## config.mk

```make
export PLATFORM = sky130hd
export DESIGN_NAME = vec_addr_gen
export DESIGN_NICKNAME = d
export VERILOG_FILES = /design/src/rtl/vag_pkg.sv /design/src/rtl/vag_csr.sv /design/src/rtl/vag_addr.sv /design/src/rtl/vag_out.sv /design/src/rtl/vec_addr_gen.sv
export SDC_FILE = /design/constraint.sdc
export NUM_CORES = 1
export LEC_CHECK = 0
export ABC_AREA = 1
export BUFFER_PORTS_ARGS = -buffer_cell sky130_fd_sc_hd__buf_2
export CORE_MARGIN = 10
export CORE_UTILIZATION = 41
export CTS_BUF_LIST = sky130_fd_sc_hd__clkbuf_16
export DETAILED_ROUTE_END_ITERATION = 7
export PLACE_DENSITY = 0.71
export SYNTH_ARGS = -nofsm -noshare
export SYNTH_HDL_FRONTEND = slang
export SYNTH_SLANG_ARGS = --single-unit
```

## constraint.sdc

```tcl
create_clock -name clk_i -period 0.9 [get_ports clk_i]
set_input_delay 0.045 -clock clk_i [delete_from_list [all_inputs] [get_ports clk_i]]
set_output_delay 0.045 -clock clk_i [all_outputs]
set_load 0.01 [all_outputs]
```

## src/rtl/vag_pkg.sv

```systemverilog
package vag_pkg;
  localparam int unsigned ADDR_W = 16;
  localparam int unsigned VNUM_W = 5;
  localparam int unsigned SLOT_W = 2;
  localparam int unsigned PTR_W  = ADDR_W - VNUM_W - SLOT_W;
  localparam int unsigned CTL_W  = ADDR_W - PTR_W;

  typedef struct packed {
    logic [PTR_W-1:0] ptr;
    logic [CTL_W-1:0] ctl;
  } csr_t;

  localparam csr_t CSR_RST = '{ptr: '1, ctl: '0};
endpackage

```

## src/rtl/vag_csr.sv

```systemverilog
module vag_csr
  import vag_pkg::*;
(
  input  logic              clk_i,
  input  logic              rst_ni,
  input  logic              we_i,
  input  logic [ADDR_W-1:0] wdata_i,
  output csr_t              csr_o
);
  csr_t csr_q;

  always_ff @(posedge clk_i or negedge rst_ni) begin
    if (!rst_ni) csr_q <= CSR_RST;
    else if (we_i) csr_q <= csr_t'(wdata_i);
  end

  assign csr_o = csr_q;
endmodule

```

## src/rtl/vag_addr.sv

```systemverilog
module vag_addr
  import vag_pkg::*;
(
  input  logic [PTR_W-1:0]  ptr_i,
  input  logic [VNUM_W-1:0] vnum_i,
  output logic [ADDR_W-1:0] addr_o
);
  generate
    if (SLOT_W == 0) begin : g_noslot
      assign addr_o = {ptr_i, vnum_i};
    end else begin : g_slot
      assign addr_o = {ptr_i, vnum_i, {SLOT_W{1'b0}}};
    end
  endgenerate
endmodule

```

## src/rtl/vag_out.sv

```systemverilog
module vag_out
  import vag_pkg::*;
(
  input  logic              clk_i,
  input  logic              rst_ni,
  input  logic              req_i,
  input  logic [ADDR_W-1:0] addr_i,
  output logic [ADDR_W-1:0] addr_o,
  output logic              valid_o
);
  // reset vector: all-ones page, slot 0, never taken from the pointer
  localparam logic [ADDR_W-1:0] RST_VEC = {{PTR_W{1'b1}}, {(ADDR_W-PTR_W){1'b0}}};

  logic              rst_pend_q;
  logic              valid_q;
  logic [ADDR_W-1:0] addr_q;

  always_ff @(posedge clk_i or negedge rst_ni) begin
    if (!rst_ni) begin
      rst_pend_q <= 1'b1;
      valid_q    <= 1'b0;
      addr_q     <= RST_VEC;
    end else if (rst_pend_q) begin
      rst_pend_q <= 1'b0;
      valid_q    <= 1'b1;
      addr_q     <= RST_VEC;
    end else begin
      valid_q <= req_i;
      if (req_i) addr_q <= addr_i;
    end
  end

  assign addr_o  = addr_q;
  assign valid_o = valid_q;
endmodule

```

## src/rtl/vec_addr_gen.sv

```systemverilog
module vec_addr_gen
  import vag_pkg::*;
(
  input  logic              clk_i,
  input  logic              rst_ni,
  input  logic              csr_we_i,
  input  logic [ADDR_W-1:0] csr_wdata_i,
  input  logic              vec_req_i,
  input  logic [VNUM_W-1:0] vec_num_i,
  output logic [ADDR_W-1:0] fetch_addr_o,
  output logic              fetch_valid_o,
  output logic [ADDR_W-1:0] csr_o
);
  csr_t              csr;
  logic [ADDR_W-1:0] vec_addr;

  vag_csr u_csr (
    .clk_i   (clk_i),
    .rst_ni  (rst_ni),
    .we_i    (csr_we_i),
    .wdata_i (csr_wdata_i),
    .csr_o   (csr)
  );

  // uses the register value before any same-edge write
  vag_addr u_addr (
    .ptr_i  (csr.ptr),
    .vnum_i (vec_num_i),
    .addr_o (vec_addr)
  );

  vag_out u_out (
    .clk_i   (clk_i),
    .rst_ni  (rst_ni),
    .req_i   (vec_req_i),
    .addr_i  (vec_addr),
    .addr_o  (fetch_addr_o),
    .valid_o (fetch_valid_o)
  );

  assign csr_o = csr;
endmodule

```

==> impl_metrics.py, run 1 <==
metrics = {
    "drt": {
        "vias_per_cell": 4.34,
        "antenna_left": 0,
        "first_pass_iters": 4,
        "via_count": 1173,
        "route.final.wire_length_mm": 3.73,
        "detailedRoute.firstIterationViolations": 41,
        "average_wire_per_standard_cell_um": 13.8,
        "drt_drc_violations_left": 0,
    },
    "floorplan": {
        "chip_width_um": 76.0,
        "design.portCount": 58,
        "floorplan_die_height_um": 76.0,
        "floorplan.initialDensity_pct": 42.4,
        "core_area_um2": 3030,
        "floorplan.die_area_um2": 5770,
        "core.rowCount": 20,
    },
    "final_layout": {
        "fin_nets": 250,
        "diodes": 0,
        "areaGrowthSynthToFinish_pct": 70.9,
        "final_layout_size_suffix_gt1_share_pct": 50.0,
        "post-route-cell-area_um2": 2200,
    },
    "clock_network": {
        "htree_num_levels": 2,
        "clkTransAtPathRegs_ns": 0.05,
        "cts_root_buffer": "sky130_fd_sc_hd__clkbuf_16",
        "clk_latency_ns": 0.27,
        "clock_sink_count": 32,
        "clock_tree_from_tritoncts": "done",
        "cts-buffers-inserted": 5,
        "cts.path.max_buffers": 2,
    },
    "yosys": {
        "synthDominantCellAreaShare_pct": 38.9,
        "synth_area_um2": 1280,
        "asyncSetResetFlopFracSynth_pct": 100,
        "yosys_warnings": 0,
        "synth_cell_type_count": 14,
        "synth.avg_cell_area_um2": 9.59,
        "synth_edf_count": 0,
        "synth_seq_area_share_pct": 64.2,
        "synth.top_cells.by_area": "sky130_fd_sc_hd__dfstp_2 39%, sky130_fd_sc_hd__dfrtp_1 25%, sky130_fd_sc_hd__nand2_1 13%",
        "ys_ff_latch": 32,
        "synthMostInstantiatedCell": "sky130_fd_sc_hd__nand2_1",
        "postSynthCellCount": 134,
        "ys.flop_type": "sky130_fd_sc_hd__dfstp_2",
        "synth.largest_area_cell": "sky130_fd_sc_hd__dfstp_2",
        "synth_commonest_cells": "43 x sky130_fd_sc_hd__nand2_1, 19 x sky130_fd_sc_hd__dfstp_2, 18 x sky130_fd_sc_hd__inv_1",
    },
    "place": {
        "finalWeightedCongestion": 0.750,
        "dp_hpwl_mm": 2.47,
        "buffer_ports.inserted": 55,
        "dpl_cell_area_um2": 1660,
    },
    "sta": {
        "final.period_utilization_pct": 108,
        "fmaxAchievable_mhz": 1030,
        "setup_repair_after_global_routing_missed_its_margin": "yes",
        "timing_hold_violations_final": 0,
        "finalCriticalPeriod_ns": 0.970,
        "fin_setup_tns_ns": -1.53,
        "fin_skew_ns": 0.00160,
        "slew_viol_final": 0,
        "fin_ws_ns": -0.0697,
        "setup_viol": 32,
    },
    "worst_setup_path": {
        "cpPeakStageDelay_ns": 0.55,
        "worst-endpoint-required_ns": 0.85,
        "worstSetupStartpointType": "flop",
        "worst_setup_path_end_kind": "primary output",
        "critical_path_class": "flop to primary output",
        "path_delay_family": "flip-flops",
        "critical_path_buf_inv_count": 1,
        "critical_path.cell_chain": "buf_6",
        "crit_path_top_delay_cell": "sky130_fd_sc_hd__dfstp_2",
        "crit_fanout": 2,
        "critical_path_arrival_ns": 0.92,
    },
    "flow_run": {
        "max_cap_viol_count": 0,
    },
    "status": {
        "failed_checks": "setup timing",
        "run_status": "finished, violations left",
    },
    "pwr": {
        "power.share.combinational_pct": 18.5,
        "seq_power_share_pct": 43.0,
        "ir_drop_mv": 1.19,
        "netSwitchingFraction_pct": 24.0,
        "power_density_nw_per_um2": 1800,
        "power.net_switching_uw": 946,
        "internal-power_mw": 3.00,
        "power.clock.fraction_pct": 38.5,
        "leakage_nw": 1.12,
    },
    "global_routing": {
        "grt_start_max_net_pins": 20,
        "grt_first_pass_wirelength_mm": 6.54,
        "number_of_antenna_violations_at_the_first_check_in_global_routing": 0,
        "grt_use_total_pct": 13.9,
        "first_global_vias": 1392,
        "grt_remaining_overflow": 0,
    },
    "worst_hold_path": {
        "timing.hold.worst.class": "input port to flop",
    },
}
[per-stage QoR]
| step | std cells | power [mW] | setup WS, ns | util [%] | hold WS (ns) |
|---|---|---|---|---|---|
| 3_3_place_gp | 233 | 2.17 | -0.0117 | 54.9 | -0.0396 |
| 5_1_grt | 270 | 4.15 | -0.106 | 72.5 | 0.0292 |
| 4_1_cts | 270 | 3.96 | -0.0670 | 71.7 | 0.000729 |
| 2_1_floorplan | 136 | 1.93 | -0.0198 | - | -0.251 |
| 3_5_place_dp | 233 | 2.19 | -0.0475 | 54.9 | -0.0346 |
| 6_report | 270 | 3.95 | -0.0697 | 72.5 | 0.00225 |
[power groups by stage]
stage	clock network, mW	logic [mW]	registers (mW)
final	1.52	0.730	1.70
after global routing	1.62	0.805	1.72
after CTS	1.56	0.705	1.69
after detailed placement	0	0.480	1.71
after global placement	0	0.468	1.70
after floorplan	0	0.171	1.76
[cell families after synthesis]
family | Yosys count | synth area share, %
AND/OR/NAND/NOR | 50 | 15.9
flip-flops | 32 | 64.2
buffers and inverters | 26 | 9.93
AO/OA/AOI/OAI | 25 | 9.74
other | 1 | 0.292
[flip-flops by register name, indices dropped and copies added (netlist names)]
signal            cells
u_csr.csr_o          16
u_out.addr_o         14
u_out.valid_o         1
u_out.rst_pend_q      1
[path summary, 6_finish.rpt]
kind | endpoint | cells past startpoint | start | slack [ns]
setup / recovery | csr_o[10] | 1 | u_csr.csr_o[10]$_DFFE_PN1P_ | -0.07
hold / removal | u_out.addr_o[4]$_DFFE_PN0P_ | 3 | vec_num_i[2] | 0.002
setup reg to reg | u_out.addr_o[14]$_DFFE_PN1P_ | 3 | u_out.rst_pend_q$_DFF_PN1_ | -0.06
hold reg to reg | u_out.addr_o[11]$_DFFE_PN1P_ | 2 | u_out.addr_o[11]$_DFFE_PN1P_ | 0.47
max in group asynchronous | u_out.addr_o[11]$_DFFE_PN1P_ | 3 | rst_ni | 0.20
min in group asynchronous | u_out.addr_o[4]$_DFFE_PN0P_ | 2 | rst_ni | 0.21
[cells in the final DEF (no fill, tap or decap)]
cell type                       instances
sky130_fd_sc_hd__dfrtp_1               13
sky130_fd_sc_hd__dlygate4sd3_1         16
sky130_fd_sc_hd__o21ai_1                5
sky130_fd_sc_hd__buf_12                 2
sky130_fd_sc_hd__nand3_2                5
sky130_fd_sc_hd__a21oi_1                9
sky130_fd_sc_hd__buf_2                 37
sky130_fd_sc_hd__clkbuf_16              5
sky130_fd_sc_hd__nand2_2                1
sky130_fd_sc_hd__dfstp_2               19
sky130_fd_sc_hd__inv_1                 16
sky130_fd_sc_hd__clkinv_1               1
sky130_fd_sc_hd__buf_4                 14
sky130_fd_sc_hd__o21ai_0                7
sky130_fd_sc_hd__inv_6                  1
sky130_fd_sc_hd__nor2_4                 1
sky130_fd_sc_hd__buf_6                 21
sky130_fd_sc_hd__o21ai_2                4
sky130_fd_sc_hd__inv_2                  3
sky130_fd_sc_hd__nand2_1               43
sky130_fd_sc_hd__conb_1                 3
[final cells by class]
cell class                      instances  area (µm²)
Clock buffer                            5         125
Clock inverter                          3        11.3
Fill cell                             215         832
Inverter                               18        72.6
Multi-Input combinational cell         78         380
Sequential cell                        32         825
Tap cell                               44        55.1
Timing Repair Buffer                   90         727
[per-layer routing]
metal | wire length (µm) | vias up | part of all wire [%] | GRT usage [%]
met5 | 0 | - | 0 | 0
met4 | 52 | 0 | 1.4 | 5.30
met3 | 338 | 5 | 9.1 | 6.96
met2 | 1800 | 51 | 48 | 23.0
met1 | 1530 | 530 | 41 | 14.7
li1 | - | 587 | - | -
[worst min-delay path, stage by stage]
cell and delay, ns:
sky130_fd_sc_hd__buf_2 0.09, sky130_fd_sc_hd__nand3_2 0.06, sky130_fd_sc_hd__nand2_1 0.05
[repair_timing]
item / 4_1_cts / 5_1_grt
gates cloned: 0 / 0
pin swaps: 0 / 6
buffers inserted: 13 / 0
endpoints found under the hold margin: 36 / 0
hold buffers: 16 / 0
endpoints found under the setup margin: 33 / 42
gates resized for setup: 21 / 16
Note: power is estimated with default switching activity, not from simulation.
==> run 2: changes to the inputs <==
Settings changed: CORE_UTILIZATION 41 to 50, CTS_BUF_LIST sky130_fd_sc_hd__clkbuf_16 to sky130_fd_sc_hd__clkbuf_4, PLACE_DENSITY 0.71 to 0.81.
Clock period 0.9 ns to 1.14 ns, I/O delays scaled along.
==> run 2 against run 1 <==
  * The run now ends clean
  * Via count is 0.94% higher
  * Worst hold slack improved by 0.10 ns
  * Global-route usage is 1.1 points higher
  * Critical path depth stayed put
  * Non-clock buffer count down 12
  * Clock power down 46%
  * Design area decreased by 16%
  * Sequential share of layout area up 7.1 points
  * Die area fell by 13%
  * Setup slack better by 0.12 ns
==> impl_metrics.py, run 2 (synthesis results as in run 1) <==
metrics = {
    "place": {
        "finalWeightedCongestion": 0.828,
        "buffer_ports.inserted": 55,
        "dp_hpwl_mm": 2.39,
    },
    "final_layout": {
        "final_core_util_pct": 75.3,
        "fin_nets": 238,
        "diodes": 0,
        "areaGrowthSynthToFinish_pct": 43.8,
        "mostFrequentLayoutCell": "sky130_fd_sc_hd__buf_2",
        "final_layout_size_suffix_gt1_share_pct": 38.8,
        "fillers": 168,
        "mostFrequentLayoutCells": "55 x sky130_fd_sc_hd__buf_2, 43 x sky130_fd_sc_hd__nand2_1, 22 x sky130_fd_sc_hd__dlygate4sd3_1",
        "largest_register_ffs": 16,
    },
    "floorplan": {
        "floorplan.initialDensity_pct": 52.3,
        "core_area_um2": 2450,
        "floorplan.die_area_um2": 5000,
        "core.rowCount": 18,
        "floorplan_die_height_um": 70.7,
        "design.portCount": 58,
        "chip_width_um": 70.7,
    },
    "pwr": {
        "leakage_nw": 0.961,
        "ir_drop_mv": 1.19,
        "power_density_nw_per_um2": 1390,
    },
    "drt": {
        "average_wire_per_standard_cell_um": 14.7,
        "drt_drc_violations_left": 0,
        "vias_per_cell": 4.85,
        "route.final.wire_length_mm": 3.59,
        "first_pass_iters": 4,
        "detailedRoute.firstIterationViolations": 73,
        "via_count": 1184,
        "antenna_left": 0,
    },
    "worst_setup_path": {
        "crit_fanout": 3,
        "critical_path_class": "flop to primary output",
        "path_delay_family": "flip-flops",
        "cpPeakStageDelay_ns": 0.57,
        "worst_setup_path_end_kind": "primary output",
        "timing.reg2reg.setup_slack_ns": 0.17,
        "critical_path.cell_chain": "buf_2",
        "worst-endpoint-required_ns": 1.08,
        "critical_path_buf_inv_count": 1,
        "critical_path_arrival_ns": 1.03,
        "worstSetupStartpointType": "flop",
        "crit_path_top_delay_cell": "sky130_fd_sc_hd__dfstp_2",
    },
    "sta": {
        "fin_skew_ns": 0.00613,
        "actual_slew_at_the_worst_max_slew_pin_ns": 0.673,
        "setup_viol": 0,
        "fmaxAchievable_mhz": 917,
        "fin_setup_tns_ns": 0,
        "timing_hold_violations_final": 0,
        "setup_repair_after_global_routing_missed_its_margin": "no",
        "finalCriticalPeriod_ns": 1.09,
        "final.period_utilization_pct": 95.7,
        "slew_viol_final": 0,
        "max_slew_margin_pct": 55.1,
    },
    "clock_network": {
        "cts_repair_resize_count": 0,
        "clock_tree_from_tritoncts": "done",
        "cts-buffers-inserted": 5,
        "htree_num_levels": 2,
        "cts.path.max_buffers": 2,
        "cts_root_buffer": "sky130_fd_sc_hd__clkbuf_4",
        "clk_latency_ns": 0.33,
        "clock_sink_count": 32,
        "post_cts_hold_buffer_count": 22,
        "clkTransAtPathRegs_ns": 0.10,
        "buffers_inserted_during_post_cts_setup_optimization": 0,
    },
    "global_routing": {
        "number_of_antenna_violations_at_the_first_check_in_global_routing": 0,
        "grt_use_total_pct": 15.0,
        "grt_remaining_overflow": 0,
        "grt_first_pass_wirelength_mm": 6.07,
        "first_global_vias": 1310,
        "grt_start_max_net_pins": 33,
    },
    "flow_run": {
        "max_cap_viol_count": 0,
    },
    "worst_hold_path": {
        "timing.hold.worst.class": "input port to flop",
    },
    "status": {
        "run_status": "completed",
    },
}
-- run 2: cell count changes in the layout (fill, tap and decap cells not counted), sizes merged --
cell / before / now
buf: 74 / 56
dlygate4sd3: 16 / 22
inv: 20 / 18
bufinv: 0 / 1
clkinv: 1 / 2
-- run 2: tightest hold or removal path: stages --
cell                      delay, ns
sky130_fd_sc_hd__buf_2         0.19
sky130_fd_sc_hd__nand3_1       0.11
sky130_fd_sc_hd__nand2_1       0.05
-- run 2: where the power goes --
group | switching (mW) | internal, mW
clock network | 0.379 | 0.447
logic | 0.221 | 0.184
registers | 0.0615 | 1.27
-- run 2: per-layer routing --
metal	vias up	part of all wire, %	global-route usage (%)
met2	53	45	21.9
met4	0	3.7	10.5
met1	550	39	16.0
met3	16	12	8.65
met5	-	0	0
li1	565	-	-
-- run 2: final timing paths --
kind | from | end | depth (start not counted)
worst max register to register | u_out.rst_pend_q$_DFF_PN1_ | u_out.addr_o[10]$_DFFE_PN1P_ | 3
worst max-delay path | u_csr.csr_o[13]$_DFFE_PN1P_ | csr_o[13] | 1
max in group asynchronous | rst_ni | u_csr.csr_o[6]$_DFFE_PN0P_ | 2
worst min register to register | u_out.addr_o[6]$_DFFE_PN0P_ | u_out.addr_o[6]$_DFFE_PN0P_ | 2
worst min-delay path | vec_req_i | u_out.addr_o[2]$_DFFE_PN0P_ | 3
min in group asynchronous | rst_ni | u_out.addr_o[4]$_DFFE_PN0P_ | 2
-- run 2: area by class of cell --
cell class	instances	area, µm²	share of cell area (%)
Timing Repair Buffer	78	503	27.2
Clock buffer	5	37.5	2.03
Inverter	18	67.6	3.66
Clock inverter	3	37.5	2.03
Sequential cell	32	825	44.6
Tap cell	30	37.5	2.03
Multi-Input combinational cell	78	340	18.4
-- run 2: stage by stage --
step / cells / hold slack [ns] / cell area [µm²] / total power, mW / worst slack, ns
after floorplan: 136 / -0.239 / 1290 / 1.51 / 0.160
after global placement: 214 / 0.112 / 1550 / 1.68 / 0.213
after detailed placement: 214 / 0.137 / 1550 / 1.69 / 0.172
after CTS: 244 / 0.0930 / 1850 / 2.58 / 0.0362
after global routing: 244 / 0.119 / 1850 / 2.69 / 0.00723
final: 244 / 0.105 / 1850 / 2.56 / 0.0489
==> run 3: changes to the inputs <==
Settings changed: CORE_UTILIZATION 50 to 43, PLACE_DENSITY 0.81 to 0.74.
Clock period 1.14 ns to 0.95 ns, I/O delays scaled along.
==> run 3 against run 2 <==
  * The run now ends with setup timing left
  * Combinational power up 78%
  * Clock skew up 0.0029 ns
  * Critical endpoint is now csr_o[10]
  * Highest routed layer unchanged
  * Largest power group unchanged
  * Global-route usage rose by 0.18 points
==> impl_metrics.py, run 3 (synthesis results as in run 1) <==
metrics = {
    "status": {
        "run_status": "finished, violations left",
        "failed_checks": "setup timing",
    },
    "sta": {
        "timing_hold_violations_final": 0,
        "setup_viol": 31,
        "fin_skew_ns": 0.00902,
        "fin_ws_ns": -0.0898,
        "final.period_utilization_pct": 109,
        "setup_repair_after_global_routing_missed_its_margin": "yes",
        "slew_viol_final": 0,
        "finalCriticalPeriod_ns": 1.04,
        "fmaxAchievable_mhz": 962,
    },
    "worst_setup_path": {
        "cpPeakStageDelay_ns": 0.56,
        "crit_fanout": 2,
        "worst-endpoint-required_ns": 0.90,
        "path_delay_family": "flip-flops",
        "worstSetupStartpointType": "flop",
        "critical_path_buf_inv_count": 1,
        "critical_path_arrival_ns": 0.99,
        "critical_path_class": "flop to primary output",
        "critical_path.cell_chain": "buf_6",
        "worst_setup_path_end_kind": "primary output",
        "crit_path_top_delay_cell": "sky130_fd_sc_hd__dfstp_2",
    },
    "clock_network": {
        "htree_num_levels": 2,
        "cts.path.max_buffers": 2,
        "clk_latency_ns": 0.33,
        "clkTransAtPathRegs_ns": 0.09,
        "clock_tree_from_tritoncts": "done",
        "cts-buffers-inserted": 5,
        "clock_sink_count": 32,
        "cts_root_buffer": "sky130_fd_sc_hd__clkbuf_4",
    },
    "worst_hold_path": {
        "timing.hold.worst.class": "input port to flop",
    },
    "flow_run": {
        "max_cap_viol_count": 0,
    },
    "final_layout": {
        "mostFrequentLayoutCell": "sky130_fd_sc_hd__nand2_1",
        "final_layout_size_suffix_gt1_share_pct": 49.1,
        "post-route-cell-area_um2": 2160,
        "fin_nets": 258,
        "fillers": 181,
        "largest_register_ffs": 16,
        "mostFrequentLayoutCells": "42 x sky130_fd_sc_hd__nand2_1, 33 x sky130_fd_sc_hd__buf_2, 24 x sky130_fd_sc_hd__buf_6",
        "areaGrowthSynthToFinish_pct": 68.3,
        "diodes": 0,
    },
    "global_routing": {
        "number_of_antenna_violations_at_the_first_check_in_global_routing": 0,
        "first_global_vias": 1400,
        "grt_use_total_pct": 15.2,
        "grt_remaining_overflow": 0,
        "grt_first_pass_wirelength_mm": 6.48,
        "grt_start_max_net_pins": 33,
    },
    "floorplan": {
        "floorplan_die_height_um": 74.7,
        "core.rowCount": 19,
        "chip_width_um": 74.7,
        "floorplan.die_area_um2": 5570,
        "core_area_um2": 2810,
        "floorplan.initialDensity_pct": 45.8,
        "design.portCount": 58,
    },
    "pwr": {
        "ir_drop_mv": 0.981,
        "leakage_nw": 1.10,
        "power.net_switching_uw": 839,
        "power_density_nw_per_um2": 1400,
        "internal-power_mw": 2.20,
        "finalPower_mw": 3.04,
        "netSwitchingFraction_pct": 27.6,
        "power.share.combinational_pct": 23.7,
        "power.clock.fraction_pct": 23.3,
        "seq_power_share_pct": 52.9,
    },
    "drt": {
        "antenna_left": 0,
        "routedLengthMet1_mm": 1.35,
        "via_count": 1214,
        "average_wire_per_standard_cell_um": 14.6,
        "route.top_layer_used": "met4",
        "route.final.wire_length_mm": 3.86,
        "wire_length_on_met3_um": 355,
        "detailedRoute.firstIterationViolations": 42,
        "drt_drc_violations_left": 0,
        "detailroute.wirelength.met2_mm": 2.08,
        "vias_per_cell": 4.58,
        "first_pass_iters": 4,
    },
    "place": {
        "preCtsSetupSlack_ns": -0.00573,
        "dpl_cell_area_um2": 1570,
        "dp_hpwl_mm": 2.35,
        "buffer_ports.inserted": 55,
        "finalWeightedCongestion": 0.809,
    },
}
==> run 3: power groups by stage <==
stage | Clock, mW | Combinational, mW | Sequential (mW)
2_1_floorplan | 0 | 0.154 | 1.66
6_report | 0.709 | 0.721 | 1.61
3_5_place_dp | 0 | 0.425 | 1.61
3_3_place_gp | 0 | 0.409 | 1.61
5_1_grt | 0.794 | 0.793 | 1.62
4_1_cts | 0.743 | 0.648 | 1.60
==> run 3: final timing paths <==
path,end,cells after the start,start,slack (ns)
setup / recovery,csr_o[10],1,u_csr.csr_o[10]$_DFFE_PN1P_,-0.09
hold / removal,u_csr.csr_o[14]$_DFFE_PN1P_,3,csr_we_i,0.13
setup reg to reg,u_out.addr_o[2]$_DFFE_PN0P_,3,u_out.rst_pend_q$_DFF_PN1_,-0.05
hold reg to reg,u_out.addr_o[3]$_DFFE_PN0P_,2,u_out.addr_o[3]$_DFFE_PN0P_,0.47
max in group asynchronous,u_out.addr_o[8]$_DFFE_PN1P_,3,rst_ni,0.38
min in group asynchronous,u_csr.csr_o[4]$_DFFE_PN0P_,3,rst_ni,0.25
==> run 3: stage by stage <==
stage,utilization (%),hold slack [ns],cells,setup TNS [ns]
after floorplan,-,-0.248,136,0
after global placement,55.9,0.0733,217,0
after detailed placement,55.9,0.0845,217,-0.00573
after CTS,73.4,0.107,259,-1.89
after global routing,77.1,0.151,265,-3.56
final,77.1,0.130,265,-1.96
==> run 3: what timing repair did <==
action / 4_1_cts / 5_1_grt
hold buffers: 22 / 0
hold endpoints to repair: 34 / 0
gates cloned: 1 / 0
setup buffers: 11 / 6
setup endpoints to repair: 21 / 50
resized for setup: 22 / 20
pin swaps: 2 / 8
==> run 3: area by class of cell <==
class                   count  area, µm²  area share [%]
multi-input cells          79        389            18.0
well taps                  31       38.8            1.79
inverters                  18       67.6            3.13
clock inverters             3       13.8           0.637
repair buffers             97        791            36.6
clock buffers               5       37.5            1.74
flip-flops and latches     32        825            38.1
==> run 3: layer usage <==
metal	vias up	track usage, %
li1	607	-
met4	0	6.93
met5	-	0
met1	557	15.2
met3	7	6.31
met2	43	27.0
